### src/rtl/mmac_pkg.sv
package mmac_pkg;

   typedef enum logic [1:0] {
      OP_CLR  = 2'd0,
      OP_LOAD = 2'd1,
      OP_ADD  = 2'd2,
      OP_SUB  = 2'd3
   } mac_op_e;

   localparam logic [2:0] MD_SFRAC   = 3'd0;
   localparam logic [2:0] MD_UFRAC   = 3'd1;
   localparam logic [2:0] MD_UINT    = 3'd2;
   localparam logic [2:0] MD_SINT    = 3'd3;
   localparam logic [2:0] MD_SFRAC32 = 3'd4;

   function automatic logic md_unsigned(input logic [2:0] md);
      return (md == MD_UFRAC) || (md == MD_UINT);
   endfunction

   function automatic logic md_narrow(input logic [2:0] md);
      return md == MD_SFRAC32;
   endfunction

   // Signed fractional formats need the one-bit shift; reserved codes act as mode 0.
   function automatic logic md_frac_signed(input logic [2:0] md);
      return !md_unsigned(md) && (md != MD_SINT);
   endfunction

endpackage

### src/rtl/mmac_mult.sv
module mmac_mult
   import mmac_pkg::*;
#(
   parameter int OP_W     = 16,
   parameter int WIDE_W   = 42,
   parameter bit MIXED_EN = 1'b1
) (
   input  logic [OP_W-1:0]          opa_i,
   input  logic [OP_W-1:0]          opb_i,
   input  logic [2:0]               mode_i,
   input  logic                     mixed_i,
   output logic signed [WIDE_W-1:0] ext_o
);
   localparam int PROD_W = 2 * (OP_W + 1);

   if (WIDE_W <= PROD_W) begin : g_bad_wide
      $error("mmac_mult: WIDE_W must exceed the product width");
   end

   logic mix;
   if (MIXED_EN) begin : g_mix
      assign mix = mixed_i;
   end else begin : g_nomix
      assign mix = 1'b0;
   end

   logic                     a_sgn, b_sgn, do_shift;
   logic signed [OP_W:0]     a_x, b_x;
   logic signed [PROD_W-1:0] prod, prod_sh;

   always_comb begin
      a_sgn    = mix || !md_unsigned(mode_i);
      b_sgn    = !mix && !md_unsigned(mode_i);
      do_shift = !mix && md_frac_signed(mode_i);
      a_x      = {a_sgn & opa_i[OP_W-1], opa_i};
      b_x      = {b_sgn & opb_i[OP_W-1], opb_i};
      prod     = PROD_W'(a_x) * PROD_W'(b_x);
      prod_sh  = do_shift ? (prod <<< 1) : prod;
      ext_o    = {{(WIDE_W-PROD_W){prod_sh[PROD_W-1]}}, prod_sh};
   end
endmodule

### src/rtl/mmac_sat.sv
module mmac_sat
   import mmac_pkg::*;
#(
   parameter int ACC_W    = 40,
   parameter int NARROW_W = 32,
   parameter int WIDE_W   = 42
) (
   input  logic signed [WIDE_W-1:0] val_i,
   input  logic [2:0]               mode_i,
   output logic [ACC_W-1:0]         res_o,
   output logic                     clip_o
);
   if (NARROW_W < 2 || NARROW_W >= ACC_W) begin : g_bad_narrow
      $error("mmac_sat: NARROW_W must lie between 2 and ACC_W-1");
   end
   if (WIDE_W < ACC_W + 2) begin : g_bad_wide
      $error("mmac_sat: WIDE_W must be at least ACC_W+2");
   end

   localparam logic signed [WIDE_W-1:0] S_HI = {{(WIDE_W-ACC_W+1){1'b0}}, {(ACC_W-1){1'b1}}};
   localparam logic signed [WIDE_W-1:0] S_LO = {{(WIDE_W-ACC_W+1){1'b1}}, {(ACC_W-1){1'b0}}};
   localparam logic signed [WIDE_W-1:0] U_HI = {{(WIDE_W-ACC_W){1'b0}}, {ACC_W{1'b1}}};
   localparam logic signed [WIDE_W-1:0] U_LO = '0;
   localparam logic signed [WIDE_W-1:0] N_HI = {{(WIDE_W-NARROW_W+1){1'b0}}, {(NARROW_W-1){1'b1}}};
   localparam logic signed [WIDE_W-1:0] N_LO = {{(WIDE_W-NARROW_W+1){1'b1}}, {(NARROW_W-1){1'b0}}};

   logic signed [WIDE_W-1:0] hi, lo, pick;

   always_comb begin
      if (md_unsigned(mode_i)) begin
         hi = U_HI;
         lo = U_LO;
      end else if (md_narrow(mode_i)) begin
         hi = N_HI;
         lo = N_LO;
      end else begin
         hi = S_HI;
         lo = S_LO;
      end
      clip_o = 1'b1;
      if (val_i > hi)      pick = hi;
      else if (val_i < lo) pick = lo;
      else begin
         pick   = val_i;
         clip_o = 1'b0;
      end
      res_o = pick[ACC_W-1:0];
   end
endmodule

### src/rtl/mmac_core.sv
module mmac_core
   import mmac_pkg::*;
#(
   parameter int OP_W     = 16,
   parameter int ACC_W    = 40,
   parameter int NARROW_W = 32,
   parameter bit MIXED_EN = 1'b1
) (
   input  logic             clk,
   input  logic             rst,
   input  logic             valid_i,
   input  logic [1:0]       op_i,
   input  logic [2:0]       mode_i,
   input  logic             mixed_i,
   input  logic [OP_W-1:0]  opa_i,
   input  logic [OP_W-1:0]  opb_i,
   output logic [ACC_W-1:0] acc_o,
   output logic             ovf_o
);
   localparam int WIDE_W = ACC_W + 2;

   if (ACC_W <= 2 * OP_W) begin : g_bad_acc
      $error("mmac_core: ACC_W must exceed twice OP_W");
   end

   logic signed [WIDE_W-1:0] prod_ext, acc_ext, sum;
   logic [ACC_W-1:0]         sat_res;
   logic                     sat_clip;
   logic [ACC_W-1:0]         acc_q;
   logic                     ovf_q;

   mmac_mult #(.OP_W(OP_W), .WIDE_W(WIDE_W), .MIXED_EN(MIXED_EN)) mult_i (
      .opa_i  (opa_i),
      .opb_i  (opb_i),
      .mode_i (mode_i),
      .mixed_i(mixed_i),
      .ext_o  (prod_ext)
   );

   always_comb begin
      acc_ext = md_unsigned(mode_i) ? {2'b00, acc_q} : {{2{acc_q[ACC_W-1]}}, acc_q};
      unique case (mac_op_e'(op_i))
         OP_LOAD: sum = prod_ext;
         OP_ADD:  sum = acc_ext + prod_ext;
         OP_SUB:  sum = acc_ext - prod_ext;
         default: sum = '0;
      endcase
   end

   mmac_sat #(.ACC_W(ACC_W), .NARROW_W(NARROW_W), .WIDE_W(WIDE_W)) sat_i (
      .val_i (sum),
      .mode_i(mode_i),
      .res_o (sat_res),
      .clip_o(sat_clip)
   );

   always_ff @(posedge clk) begin
      if (rst) begin
         acc_q <= '0;
         ovf_q <= 1'b0;
      end else if (valid_i) begin
         if (op_i == OP_CLR) begin
            acc_q <= '0;
            ovf_q <= 1'b0;
         end else begin
            acc_q <= sat_res;
            ovf_q <= ovf_q | sat_clip;
         end
      end
   end

   assign acc_o = acc_q;
   assign ovf_o = ovf_q;

   a_r10_ovf_sticky: assert property (@(posedge clk) disable iff (rst)
      ovf_q && !(valid_i && op_i == OP_CLR) |=> ovf_q);

   a_r3_idle_hold: assert property (@(posedge clk) disable iff (rst)
      !valid_i |=> $stable(acc_q) && $stable(ovf_q));

   a_r2_clear_zero: assert property (@(posedge clk) disable iff (rst)
      valid_i && op_i == OP_CLR |=> acc_q == '0 && !ovf_q);

   a_r8_narrow_range: assert property (@(posedge clk) disable iff (rst)
      valid_i && op_i != OP_CLR && mode_i == MD_SFRAC32
      |=> (acc_q[ACC_W-1:NARROW_W-1] == '0) || (acc_q[ACC_W-1:NARROW_W-1] == '1));

   a_r6_uint_load_fits: assert property (@(posedge clk) disable iff (rst)
      valid_i && op_i == OP_LOAD && mode_i == MD_UINT && !mixed_i |=> ovf_q == $past(ovf_q));
endmodule

### config.mk
export PLATFORM = sky130hd
export DESIGN_NAME = mmac_core
export DESIGN_NICKNAME = d
export VERILOG_FILES = /design/src/rtl/mmac_pkg.sv /design/src/rtl/mmac_mult.sv /design/src/rtl/mmac_sat.sv /design/src/rtl/mmac_core.sv
export SDC_FILE = /design/constraint.sdc
export NUM_CORES = 1
export LEC_CHECK = 0
export BUFFER_PORTS_ARGS = -buffer_cell sky130_fd_sc_hd__buf_2
export CAP_MARGIN = 40
export CORE_MARGIN = 8
export CORE_UTILIZATION = 26
export DETAILED_ROUTE_END_ITERATION = 7
export GPL_TIMING_DRIVEN = 0
export PLACE_DENSITY = 0.37
export SLEW_MARGIN = 40
export SYNTH_ARGS = -nofsm -noshare
export SYNTH_HDL_FRONTEND = slang
export SYNTH_SLANG_ARGS = --single-unit
### constraint.sdc
create_clock -name clk -period 18.32 [get_ports clk]
set_input_delay 3.664 -clock clk [delete_from_list [all_inputs] [get_ports clk]]
set_output_delay 3.664 -clock clk [all_outputs]
set_load 0.02 [all_outputs]
After elaboration in Yosys (flattened, before gate mapping) --
Index checks and enable logic that the tools add are counted.
Cells by class: add/sub/neg operators 2, $mul 1, magnitude comparators 2, eq/ne operators 7, mux-type cells 13, bitwise gates (word level) 3, reduce and logical (&&, ||, !) cells 8
Operators with widths (count):
- 40-bit two-way mux | 4
- 42-bit case mux with 3 select lines | 1
- 42-bit two-way mux | 2
- 39-bit two-way mux | 2
- 42-bit by 34-bit adder with 42-bit output | 1
- 42-bit by 41-bit greater-than comparator with 1-bit output | 1
- 42-bit < comparator | 1
- 42-bit by 34-bit subtractor with 42-bit output | 1
- 17-bit by 17-bit multiplier with 34-bit output | 1
- 34-bit two-way mux | 1
- 2-bit equality test, second input constant | 2
- 3-bit by 1-bit equality test with 1-bit output, second input constant | 1
- 3-bit by 2-bit equality test with 1-bit output, second input constant | 1
- 3-bit equality test, second input constant | 1
- 1-bit logical AND | 3
- 1-bit two-way mux | 3
- 3-bit by 2-bit != test with 1-bit output, second input constant | 1
- 1-bit AND | 2
- 2-bit by 1-bit equality test with 1-bit output, second input constant | 1
- 1-bit logical NOT | 2
- 2-bit logical NOT | 1
- 1-bit logical OR | 2
- 1-bit OR | 1
Word-level totals: flip-flop bits (word level) 41, bits of input ports 41, output and inout bits 41

Longest topological paths before layout --
depth in word-level cells 14, gate-level depth with buffers 59

Hierarchy --
A second synthesis with hierarchy kept.
Unflattened totals: cell total of the unflattened synthesis 2186, area, all modules 17660.7 um^2
By module, submodules not included:
- mmac_mult | times used 1, cells each 1328, area each 11663.7 um^2
- mmac_core | times used 1, cells each 699, area each 5042.3 um^2
- mmac_sat | times used 1, cells each 159, area each 954.7 um^2

Least setup slack after synthesis --
No wires, ideal clock.
path type input to register, start point in mode_i[1], end point reg acc_q[10], in the netlist acc_o[10], library setup time 128 ps, arrival time 15488 ps, required time 18192 ps, path slack 2705 ps, stages on the path 54, cell sequence xor2_1 > nand2b_1 > inv_1 > a21boi_0 > clkbuf_1 > nand2_1 > inv_1 > fa_1 > fa_1 > inv_1 > fa_1 > fa_1 > fa_1 > fa_1 > inv_1 > ha_1 > buf_2 > a21oi_1 > (+18 left out) > a41oi_1 > xor2_1 > o21ai_0 > ha_1 > nand4_1 > a2111oi_0 > o221ai_1 > nor4_1 > nand4_1 > nor4_1 > o211ai_1 > a2111o_1 > o41ai_2 > a211oi_4 > buf_6 > a21oi_1 > a2bb2oi_1 > nor2_1
On the way: cells in the longest elaborated chain, start to end 13, elaborated cells between the ends (all ways) 27, those cells by class 2 x add/sub; 1 x mul; 2 x order compare; 4 x eq/ne; 10 x mux; 2 x bitwise; 6 x reduce/logical
Ends and longest elaborated chain:
- from (decl) | line mmac_core.sv:13 | input logic [2:0] mode_i,
- 3-bit by 1-bit equality test with 1-bit output / 3-bit by 2-bit equality test with 1-bit output (equally long branches) | line mmac_pkg.sv:17 | return (md == MD_UFRAC) || (md == MD_UINT);
- 1-bit logical OR | line mmac_pkg.sv:17
- 1-bit logical NOT | line mmac_pkg.sv:26, mmac_mult.sv:32, mmac_mult.sv:33
- 1-bit logical OR / 1-bit logical AND (equally long branches) | line mmac_mult.sv:32, mmac_mult.sv:33
- 1-bit AND (on tied branches) | line mmac_mult.sv:35, mmac_mult.sv:36
- 17-bit by 17-bit multiplier with 34-bit output | line mmac_mult.sv:37 | prod = PROD_W'(a_x) * PROD_W'(b_x);
- 34-bit two-way mux | line mmac_mult.sv:38 | prod_sh = do_shift ? (prod <<< 1) : prod;
- 42-bit by 34-bit subtractor with 42-bit output / 42-bit by 34-bit adder with 42-bit output (equally long branches) | line mmac_core.sv:45, mmac_core.sv:44
- 42-bit case mux with 3 select lines | line mmac_core.sv:42 | unique case (mac_op_e'(op_i))
- 42-bit < comparator | line mmac_sat.sv:42 | else if (val_i < lo) pick = lo;
- 40-bit two-way mux | line mmac_sat.sv:42
- 40-bit two-way mux * | line mmac_sat.sv:41 | if (val_i > hi) pick = hi;
- 40-bit two-way mux * | line mmac_core.sv:62 | if (op_i == OP_CLR) begin
- to (signal assigned) | line mmac_core.sv:66 | acc_q <= sat_res;
- to (decl) | line mmac_core.sv:29 | logic [ACC_W-1:0] acc_q;
Mark *: on every way between the ends. The rest lies on a longest branch, timed or not. A chain may end at the register's enable or synchronous reset.

Worst setup path after layout --
start point in mode_i[1], end point reg acc_q[12], in the netlist acc_o[12]
Same word-level chain as after synthesis.

==> results.md <==
* Residual DRC at 0
* Fmax at about 0.057 GHz
* Synth async-reset ratio at 0%
* RSZ-0062 raised after global routing: no
* Multi-input logic area at roughly 16,000 sq um
* Routed len/inst at ~20 microns
* First-pass GRT wire length at slightly above 100 mm
* FF+latch area at between 800 and 900 sq um
* Finished Cell Area at between 20,000 and 25,000 sq um
* Hold Crit Class: flop to flop
* Initial antenna violation count at 1
* Slowest CP cell: fa_1
* Final Cycle Share at 95.1%
* Synth Flop Type: dfxtp_1
* Crit path kind: input port to flop
* Syn nets at 2,758
* Placed Instance Area at slightly below 20,000 sq um
* Root buffer cell: clkbuf_16
* PortBufs at 73
* Worst reg2reg path depth at 32
* R2r setup slk at about 10 ns
* Ports at 82
* Status: finished, final reports clean
* Die X at roughly 280 microns
* Endpoint type of the worst setup path: flop
* CP arrival at 17.59 ns
* Clock sinks at 41
* Grt total ovfl at 0
* Fillers at approximately 7.7k
* CP max FO at 10
* Number of distinct library cells after synthesis at 93
* CP max stage delay at between 0.6 and 0.7 ns
* Hold Vio Cnt, Final at 0
* Worst slew margin at roughly a third
* Worst hold path cell count at 2
* Worst-Margin Slew at 0.984 ns
* Post-synthesis sequential area ratio at about 4.5%
* Worst hold margin at 0.469 ns
* Layout cells sized above 1 at under 10%
* DIE AREA at 78,600 sq um
* TritonCTS clock tree: yes
* Syn_area_per_cell at around 8.0 sq um
* Final Skew at a little over 0.004 ns
* Clk Latency, worst-skew pair at just under 0.3 ns
* Total track usage at about 17%
* Via density at ~4.8
* Cell area after synthesis at between 15,000 and 20,000 sq um
* Area delta synth->final at 10.1%
* 1st-iter DRT viols at 910
* Post-synth EDFFs at 0
* Setup violations, final at 0
* Max-capacitance violation count at 0
* Synth warnings at 0
* Worst Hold End: ovf_o$_SDFFE_PP0P_
* Total number of vias at 15.7k
* Largest net degree at the start of global routing at 13
* Seq cells post-synth at about 40
* Worst-path clk slew at about 0.06 ns
* Hold Path Origin: ovf_o$_SDFFE_PP0P_
* CTS hold repair buffers at 0
* # rows at between 90 and 100
* Reg2reg start: acc_o[0]$_SDFFE_PP0P_
* Req. time, crit path at between 15 and 20 ns
* Vias in the first global route at 16.9k
* Final Max Slew Viols at 0
* Layout Nets at between 2k and 3k
* Cell count after synthesis at ~2.3k
* Gpl congestion at between 0.8 and 0.9
* Core area at 69,700 sq um
* Most frequent CP cell: fa_1
* TritonRoute pass-1 iters at 5
* CTS Buf Count at 5
* Post-layout min period at between 15 and 20 ns
* Routed wire length at between 60 and 70 mm
* DP HPWL at between 50 and 60 mm
* H-tree depth at 2
* Post-route ant nets at 0
* RR Endpoint: acc_o[12]$_SDFFE_PP0P_
* CTS max path bufs at 2
* Startpoint Class: input port
* Antenna diodes at 0
* Die Span Y at roughly 280 microns
* Initial Util at 26.1%
logic make-up (layout without fill, tap and decap cells):
family | after synthesis | in the layout | share of synthesized area, %
AO/OA/AOI/OAI | 496 | 496 | 18.0
multiplexers | 23 | 23 | 1.29
AND/OR/NAND/NOR | 760 | 760 | 20.6
flip-flops | 41 | 41 | 4.52
buffers and inverters | 439 | 521 | 9.26
adder cells (fa/ha/maj) | 444 | 444 | 42.9
XOR/XNOR | 70 | 70 | 3.42
synth_stat cells (all sizes together) (33+ instances only):
cell / count / area, sq um
dfxtp: 41 / 821
ha: 147 / 1840
a21oi: 130 / 662
inv: 333 / 1250
xnor2: 35 / 307
nand2: 286 / 1070
and2: 147 / 920
nor2: 127 / 477
o21ai: 128 / 641
clkbuf: 77 / 289
fa: 297 / 5950
xor2: 35 / 314
nor3: 33 / 165
area by class of cell:
cell class              count  share of cell area [%]
multi-input cells        1793                    78.9
well taps                 940                    5.88
clock buffers               5                   0.626
plain buffers             105                    2.21
inverters                 334                    6.29
clock inverters             1                  0.0250
repair buffers             76                    1.93
flip-flops and latches     41                    4.10
per-stage QoR:
step / worst slack [ns] / TNS (ns) / instances / util (%)
finish: 0.894 / 0 / 3295 / 28.7
global route: 0.00892 / 0 / 3295 / 28.7
CTS: 0.0840 / 0 / 3294 / 28.6
detailed placement: -1.39 / -54.11 / 3288 / 28.3
global placement: -2.89 / -114.76 / 3286 / 28.3
floorplan: 2.70 / 0 / 2273 / -
placed cells by master (no fill, tap or decap), types with 6 or more instances in the layout:
master and n:
nor2b_1 21, inv_1 332, nand3b_1 8, or3_1 12, a31oi_1 21, o211ai_1 17, o21ai_0 84, a21oi_1 126
nor3_1 33, buf_2 86, or2_2 11, a21o_1 32, buf_4 6, nor2_1 126, nor4_1 7, xnor2_1 33
nand3_1 27, and3_1 20, o21bai_1 12, nand4_1 12, nor3b_1 8, o22ai_1 6, xor2_1 34, clkbuf_2 9
nand2b_1 17, mux2i_1 19, o21ai_1 44, o21a_1 23, a211o_1 7, a22oi_1 14, and2_1 147, buf_1 10
nand2_1 285, a211oi_1 16, fa_1 296, ha_1 147, dfxtp_1 41, clkbuf_1 69
per-layer routing:
metal  part of all wire [%]  track usage (%)  vias to the layer above
li1                       -                -                     7661
met1                     48             23.3                     7754
met2                     47             28.5                      276
met3                    2.9            0.923                       58
met4                    2.4             4.11                        0
met5                      0                0                        -
critical path: cells and delay by family:
| kind | cells | cell delay [ns] |
|---|---|---|
| compound gates | 20 | 5.11 |
| xor+xnor | 2 | 0.40 |
| fa+ha+maj | 9 | 4.04 |
| buf+inv | 9 | 1.42 |
| mux | 1 | 0.31 |
| simple gates | 15 | 2.65 |
how the worst max path moves through the flow:
stage | slack [ns] | depth (start not counted) | to | from
2_1_floorplan | 2.70 | 54 | acc_o[10]$_SDFFE_PP0P_ | mode_i[1]
3_3_place_gp | -2.89 | 55 | acc_o[12]$_SDFFE_PP0P_ | mode_i[1]
3_5_place_dp | -1.39 | 55 | acc_o[36]$_SDFFE_PP0P_ | mode_i[1]
4_1_cts | 0.08 | 56 | acc_o[12]$_SDFFE_PP0P_ | mode_i[1]
5_1_grt | 0.009 | 50 | acc_o[12]$_SDFFE_PP0P_ | opb_i[5]
6_report | 0.89 | 56 | acc_o[12]$_SDFFE_PP0P_ | mode_i[1]
timing repair:
item / in CTS / in global routing
pin swaps: 0 / 2
resized for setup: 10 / 22
buffers inserted: 0 / 1
endpoints found under the setup margin: 41 / 41
sequential cells by signal (all words and copies together), names as in the netlist:
register and count:
acc_o 40, ovf_o 1
Power is left out: the tool's default activity adds up to more than one toggle a clock period on the data nets, which glitch-free logic cannot reach.
